### src/rtl/csr_bridge_pkg.sv
package csr_bridge_pkg;

  localparam int CSR_DW = 8;

  typedef logic [CSR_DW-1:0] csr_word_t;

  function automatic int csr_words(input int bits);
    return (bits + CSR_DW - 1) / CSR_DW;
  endfunction

endpackage

### src/rtl/wb_csr_front.sv
module wb_csr_front
  import csr_bridge_pkg::*;
#(
  parameter int ADDR_W  = 32,
  parameter int IDX_W   = 4,
  parameter int BANK_ID = 0
) (
  input  logic             clk,
  input  logic             rst_n,
  input  logic             cyc,
  input  logic             stb,
  input  logic             we,
  input  logic [ADDR_W-1:0] adr,
  input  logic [7:0]       wdat,
  input  logic             sel0,
  output logic             req,
  output logic             req_we,
  output logic             req_sel0,
  output logic             req_hit,
  output logic [IDX_W-1:0] req_idx,
  output csr_word_t        req_wdat,
  output logic             ack
);

  localparam int BANK_LO = 2 + IDX_W;
  localparam int BANK_W  = ADDR_W - BANK_LO;

  logic [BANK_W-1:0] bank_f;

  assign bank_f   = adr[ADDR_W-1:BANK_LO];
  assign req      = cyc && stb && !ack;
  assign req_we   = we;
  assign req_sel0 = sel0;
  assign req_idx  = adr[BANK_LO-1:2];
  assign req_wdat = wdat;
  assign req_hit  = (bank_f == BANK_W'(BANK_ID));

  always_ff @(posedge clk) begin
    if (!rst_n) ack <= 1'b0;
    else        ack <= req;
  end


  ack_follow_chk: assert property (@(posedge clk) disable iff (!rst_n)
    (cyc && stb && !ack) |=> ack);

  ack_once_chk: assert property (@(posedge clk) disable iff (!rst_n)
    ack |=> !ack);

endmodule

### src/rtl/csr_wo_reg.sv
module csr_wo_reg
  import csr_bridge_pkg::*;
#(
  parameter int WIDTH = 8,
  parameter int BASE  = 0,
  parameter int IDX_W = 4
) (
  input  logic             clk,
  input  logic             rst_n,
  input  logic             wr,
  input  logic [IDX_W-1:0] idx,
  input  csr_word_t        wdat,
  output logic [WIDTH-1:0] q
);

  localparam int NW  = csr_words(WIDTH);
  localparam int PW  = NW * CSR_DW;
  localparam int LSW = BASE + NW - 1;

  logic [PW-1:0] stage;
  logic [PW-1:0] merged;
  logic          commit;
  logic          unused_pad;

  assign commit = wr && (idx == IDX_W'(LSW));

  always_comb begin
    merged      = stage;
    merged[7:0] = wdat;
  end
  assign unused_pad = ^merged;

  always_ff @(posedge clk) begin
    if (!rst_n) begin
      stage <= '0;
      q     <= '0;
    end else begin
      for (int k = 0; k < NW - 1; k++) begin
        if (wr && idx == IDX_W'(BASE + k))
          stage[(NW-1-k)*CSR_DW +: CSR_DW] <= wdat;
      end
      if (commit) q <= merged[WIDTH-1:0];
    end
  end


  commit_only_lsw_chk: assert property (@(posedge clk) disable iff (!rst_n)
    !$stable(q) |-> $past(wr && idx == IDX_W'(LSW)));

endmodule

### src/rtl/csr_ro_reg.sv
module csr_ro_reg
  import csr_bridge_pkg::*;
#(
  parameter int WIDTH = 8,
  parameter int BASE  = 0,
  parameter int IDX_W = 4
) (
  input  logic [WIDTH-1:0] val,
  input  logic [IDX_W-1:0] idx,
  output logic             hit,
  output csr_word_t        word
);

  localparam int NW = csr_words(WIDTH);
  localparam int PW = NW * CSR_DW;

  logic [PW-1:0] padded;

  assign padded = PW'(val);

  always_comb begin
    hit  = 1'b0;
    word = '0;
    for (int k = 0; k < NW; k++) begin
      if (idx == IDX_W'(BASE + k)) begin
        hit  = 1'b1;
        word = padded[(NW-1-k)*CSR_DW +: CSR_DW];
      end
    end
  end

endmodule

### src/rtl/csr_bank.sv
module csr_bank
  import csr_bridge_pkg::*;
#(
  parameter int IDX_W  = 4,
  parameter int CTRL_W = 20,
  parameter int MODE_W = 1,
  parameter int STAT_W = 9
) (
  input  logic              clk,
  input  logic              rst_n,
  input  logic              req,
  input  logic              we,
  input  logic              sel0,
  input  logic              hit,
  input  logic [IDX_W-1:0]  idx,
  input  csr_word_t         wdat,
  input  logic [STAT_W-1:0] stat_i,
  output logic [CTRL_W-1:0] ctrl_q,
  output logic [MODE_W-1:0] mode_q,
  output csr_word_t         rdat
);

  localparam int CTRL_BASE = 0;
  localparam int MODE_BASE = CTRL_BASE + csr_words(CTRL_W);
  localparam int STAT_BASE = MODE_BASE + csr_words(MODE_W);

  logic      wr;
  logic      stat_hit;
  csr_word_t stat_word;

  assign wr = req && we && sel0 && hit;

  csr_wo_reg #(.WIDTH(CTRL_W), .BASE(CTRL_BASE), .IDX_W(IDX_W)) u_ctrl (
    .clk(clk), .rst_n(rst_n), .wr(wr), .idx(idx), .wdat(wdat), .q(ctrl_q));

  csr_wo_reg #(.WIDTH(MODE_W), .BASE(MODE_BASE), .IDX_W(IDX_W)) u_mode (
    .clk(clk), .rst_n(rst_n), .wr(wr), .idx(idx), .wdat(wdat), .q(mode_q));

  csr_ro_reg #(.WIDTH(STAT_W), .BASE(STAT_BASE), .IDX_W(IDX_W)) u_stat (
    .val(stat_i), .idx(idx), .hit(stat_hit), .word(stat_word));

  always_ff @(posedge clk) begin
    if (!rst_n)   rdat <= '0;
    else if (req) rdat <= (!we && hit && stat_hit) ? stat_word : '0;
  end


  other_bank_write_chk: assert property (@(posedge clk) disable iff (!rst_n)
    (req && we && !hit) |=> ($stable(ctrl_q) && $stable(mode_q)));

  ro_write_chk: assert property (@(posedge clk) disable iff (!rst_n)
    (req && we && stat_hit) |=> ($stable(ctrl_q) && $stable(mode_q)));

endmodule

### src/rtl/wb_csr_bridge.sv
module wb_csr_bridge
  import csr_bridge_pkg::*;
#(
  parameter int ADDR_W  = 32,
  parameter int IDX_W   = 4,
  parameter int BANK_ID = 0,
  parameter int CTRL_W  = 20,
  parameter int MODE_W  = 1,
  parameter int STAT_W  = 9
) (
  input  logic              clk,
  input  logic              rst_n,
  input  logic              wb_cyc,
  input  logic              wb_stb,
  input  logic              wb_we,
  input  logic [ADDR_W-1:0] wb_adr,
  input  logic [31:0]       wb_dat_w,
  input  logic [3:0]        wb_sel,
  output logic [31:0]       wb_dat_r,
  output logic              wb_ack,
  input  logic [STAT_W-1:0] stat_i,
  output logic [CTRL_W-1:0] ctrl_q,
  output logic [MODE_W-1:0] mode_q
);

  logic             req, req_we, req_sel0, req_hit;
  logic [IDX_W-1:0] req_idx;
  csr_word_t        req_wdat, rdat;
  logic             unused_hi;

  assign unused_hi = ^{wb_dat_w[31:8], wb_sel[3:1]};

  wb_csr_front #(.ADDR_W(ADDR_W), .IDX_W(IDX_W), .BANK_ID(BANK_ID)) u_front (
    .clk(clk), .rst_n(rst_n), .cyc(wb_cyc), .stb(wb_stb), .we(wb_we),
    .adr(wb_adr), .wdat(wb_dat_w[7:0]), .sel0(wb_sel[0]),
    .req(req), .req_we(req_we), .req_sel0(req_sel0), .req_hit(req_hit),
    .req_idx(req_idx), .req_wdat(req_wdat), .ack(wb_ack));

  csr_bank #(.IDX_W(IDX_W), .CTRL_W(CTRL_W), .MODE_W(MODE_W), .STAT_W(STAT_W)) u_bank (
    .clk(clk), .rst_n(rst_n), .req(req), .we(req_we), .sel0(req_sel0),
    .hit(req_hit), .idx(req_idx), .wdat(req_wdat), .stat_i(stat_i),
    .ctrl_q(ctrl_q), .mode_q(mode_q), .rdat(rdat));

  assign wb_dat_r = wb_ack ? {24'h0, rdat} : 32'h0;

endmodule

### config.mk
export PLATFORM = sky130hd
export DESIGN_NAME = wb_csr_bridge
export DESIGN_NICKNAME = d
export VERILOG_FILES = /design/src/rtl/csr_bridge_pkg.sv /design/src/rtl/wb_csr_front.sv /design/src/rtl/csr_wo_reg.sv /design/src/rtl/csr_ro_reg.sv /design/src/rtl/csr_bank.sv /design/src/rtl/wb_csr_bridge.sv
export SDC_FILE = /design/constraint.sdc
export NUM_CORES = 1
export LEC_CHECK = 0
export BUFFER_PORTS_ARGS = -buffer_cell sky130_fd_sc_hd__buf_2
export CAP_MARGIN = 0
export CELL_PAD_IN_SITES_DETAIL_PLACEMENT = 0
export CELL_PAD_IN_SITES_GLOBAL_PLACEMENT = 2
export CORE_MARGIN = 2
export CORE_UTILIZATION = 23
export DETAILED_ROUTE_END_ITERATION = 10
export PLACE_DENSITY_LB_ADDON = 0.08
export SLEW_MARGIN = 0
export SYNTH_ARGS = -nofsm -noshare
export SYNTH_HDL_FRONTEND = slang
export SYNTH_SLANG_ARGS = --single-unit
### constraint.sdc
create_clock -name clk -period 2.7 [get_ports clk]
set_clock_uncertainty 0.15 [all_clocks]
set_input_delay 0.405 -clock clk [delete_from_list [all_inputs] [get_ports clk]]
set_output_delay 0.405 -clock clk [all_outputs]
set_load 0.02 [all_outputs]
==> run_results.csv <==
group,metric,value,unit
finish,drive_above_1_share,34.5,%
pwr,p_leak,1.20,nW
setup_path,rr_endpoint,"u_bank.u_ctrl.q[5]",
finish,antenna_cells,0,
global_routing,grt_max_degree,31,
synth,syn_inst,206,
setup_path,path_max_fanout,20,
synth,synth_area_leaders,"dfxtp_1, mux2i_1, buf_4, nand2_1, and2_1",
synth,synthesis.area,0.00194,mm2
die,dieArea,0.00917,mm2
detailed_routing,drc_errors,0,
min_path,hold_depth,3,
detailed_routing,viasPerCell,4.02,
min_path,holdPathEnd,"u_bank.u_ctrl.stage[13]",
synth,synth_commonest_cells,"nand2_1, dfxtp_1, mux2i_1, buf_4",
finish,final_net_count,371,
sta,rsz0062_at_grt,"no",
global_routing,overflow,0,
synth,yosysTopAreaCell,"dfxtp_1",
synth,synth_warnings,0,
placed_design,hpwl,3580,um
clock_tree,holdBufCountCts,0,
placed_design,portBuffers,82,
global_routing,antenna_found_initial,0,
sta,report.final.slew_viol_count,0,
setup_path,crit_required,2.78,ns
synth,yosys.area.top_type_share,43.4,%
setup_path,critPathKind,"flip-flop to flip-flop",
detailed_routing,vias,1586,
clock_tree,postCtsResizedCells,0,
synth,syn_avg_cell_area,9.40,um2
setup_path,critPathCaptureType,"flip-flop",
detailed_routing,wirelength,4820,um
die,die_x,95.7,um
clock_tree,cts_sinks,42,
detailed_routing,drt_iter0_drc,33,
setup_path,r2r_setup_slack,0.69,ns
die,start_util,23.7,%
finish,num-fill-cells,901,
setup_path,r2r-start,"u_front.ack",
global_routing,grt_pass1_wl,7630,um
global_routing,grt_usage,10.9,%
die,die_height,95.7,um
synth,synth-async-reset-ratio,0,%
finish,final_cells,395,
sta,relSlewSlack,57.0,%
die,coreArea,0.00818,mm2
synth,synth_seq_area_share,43.4,%
clock_tree,insertion_delay,0.30,ns
synth,yosysUniqueCellTypes,23,
clock_tree,post_cts_buffers,0,
sta,min_period,2.01,ns
die,io_pins,136,
placed_design,dp_cells,387,
pwr,p_per_area,501,mW/mm2
synth,synth_most_common_cell,"nand2_1",
min_path,min_path_type,"input port to flip-flop",
global_routing,grt_pass1_vias,1513,
clock_tree,clockBufferDepth,2,
sta,setup_viol,0,
sta,hold_viol,0,
sta,worst_pin_slew,0.643,ns
flow_run,drv_cap,0,
sta,finalCritPeriodShare,74.6,%
sta,whs,0.209,ns
finish,syn2layout_area_growth,28.1,%
pwr,max-vdd-ir-drop,0.204,mV
placed_design,place_congestion,0.698,
detailed_routing,drt_pass1_iterations,3,
detailed_routing,antenna_left,0,
die,rows,33,
clock_tree,clkTransAtPathRegs,0.09,ns
setup_path,cp.arrival,2.09,ns
clock_tree,h-tree-depth,2,
setup_path,rr_worst_depth,5,
min_path,min-delay-start,"wb_dat_w[5]",
status,outcome,"finished clean",
synth,synth-edff-count,0,
clock_tree,cts_made_buffers,5,
sta,max_freq,0.497,GHz
synth,synth-seq-cells,42,
synth,synthFlopType,"dfxtp_1",
sta,fin_tns_setup,0,ns
detailed_routing,wire_per_inst,12.2,um
setup_path,startpoint_type,"flip-flop",
clock_tree,cts_tree,"done",
clock_tree,root_buffer,"clkbuf_8",
## layout by cell type (no fill, tap or decap)
cell type and n:
nand4_2 1, nand4b_1 1, and4_1 2, clkinv_1 1, nor2_1 3, buf_2 82
nand2_1 49, inv_6 1, and2_1 8, a21oi_1 7, nand2b_1 1, nand4_1 8
dfxtp_1 42, clkbuf_8 5, mux2i_1 34, nor4b_2 1, and4b_1 2, conb_1 24
buf_4 6, clkinv_2 1, nor4_1 7, a32oi_1 1, nand3b_4 1, nor4_4 1
bufinv_16 1
## cell type report
cell class              count  area [um2]  area share [%]
well taps                 105         131            5.30
repair buffers             88         455            18.4
flip-flops and latches     42         841            33.9
clock buffers               5        68.8            2.78
inverters                   1        3.75           0.151
multi-input cells         151         935            37.7
clock inverters             3        43.8            1.77
## registers in the layout, indices dropped and copies added (netlist names)
name                 count
u_bank.u_ctrl.q         20
u_bank.u_ctrl.stage     12
u_bank.rdat              8
u_bank.u_mode.q          1
u_front.ack              1
## routing by layer
metal	global-route usage, %	up-vias	wire length (um)
li1	-	820	-
met1	13.3	715	2180
met2	19.1	46	2340
met3	2.43	5	226
met4	3.21	0	66
met5	0	-	0
## critical path, stage by stage, from the launching register on
cell and delay [ns]:
dfxtp_1 0.34, nand3b_4 0.26, nor4_4 0.35, and4b_1 0.24, buf_4 0.35, mux2i_1 0.25
## worst max path at each step
stage	from	to	slack, ns	depth (start not counted)
finish	u_front.ack	u_bank.u_ctrl.q[5]	0.69	5
detailed placement	wb_adr[22]	u_bank.u_ctrl.q[5]	0.50	6
global route	u_front.ack	u_bank.u_ctrl.q[5]	0.56	5
floorplan	wb_adr[25]	u_bank.u_ctrl.stage[10]	0.94	5
CTS	u_front.ack	u_bank.u_ctrl.q[5]	0.64	5
global placement	wb_adr[22]	u_bank.u_ctrl.q[0]	0.55	6
## cells by family (layout without fill, tap and decap cells)
family | Yosys count | count (layout) | synth area share, %
other | 1 | 24 | 0.194
AND/OR/NAND/NOR | 85 | 85 | 23.8
multiplexers | 34 | 34 | 17.6
AO/OA/AOI/OAI | 8 | 8 | 2.26
buffers and inverters | 36 | 97 | 12.7
flip-flops | 42 | 42 | 43.4
## where the power goes
group          leakage, nW  internal (W)  switching [W]  total, W
clock               0.0585      0.000278       0.000241  0.000518
combinational        0.799     0.0000359      0.0000680  0.000104
sequential           0.338      0.000619    0.000000508  0.000620
total                 1.20      0.000933       0.000309   0.00124
## through the flow
| step | setup WS, ns | util [%] | power, W | instance area (um2) |
|---|---|---|---|---|
| 6_report | 0.687 | 30.3 | 0.00124 | 2480 |
| 5_1_grt | 0.555 | 30.3 | 0.00129 | 2480 |
| 4_1_cts | 0.639 | 30.3 | 0.00126 | 2480 |
| 3_5_place_dp | 0.500 | 28.9 | 0.000740 | 2370 |
| 3_3_place_gp | 0.548 | 28.9 | 0.000740 | 2370 |
| 2_1_floorplan | 0.940 | - | 0.000717 | 2020 |
No activity file was read; power rests on OpenSTA's default activity.
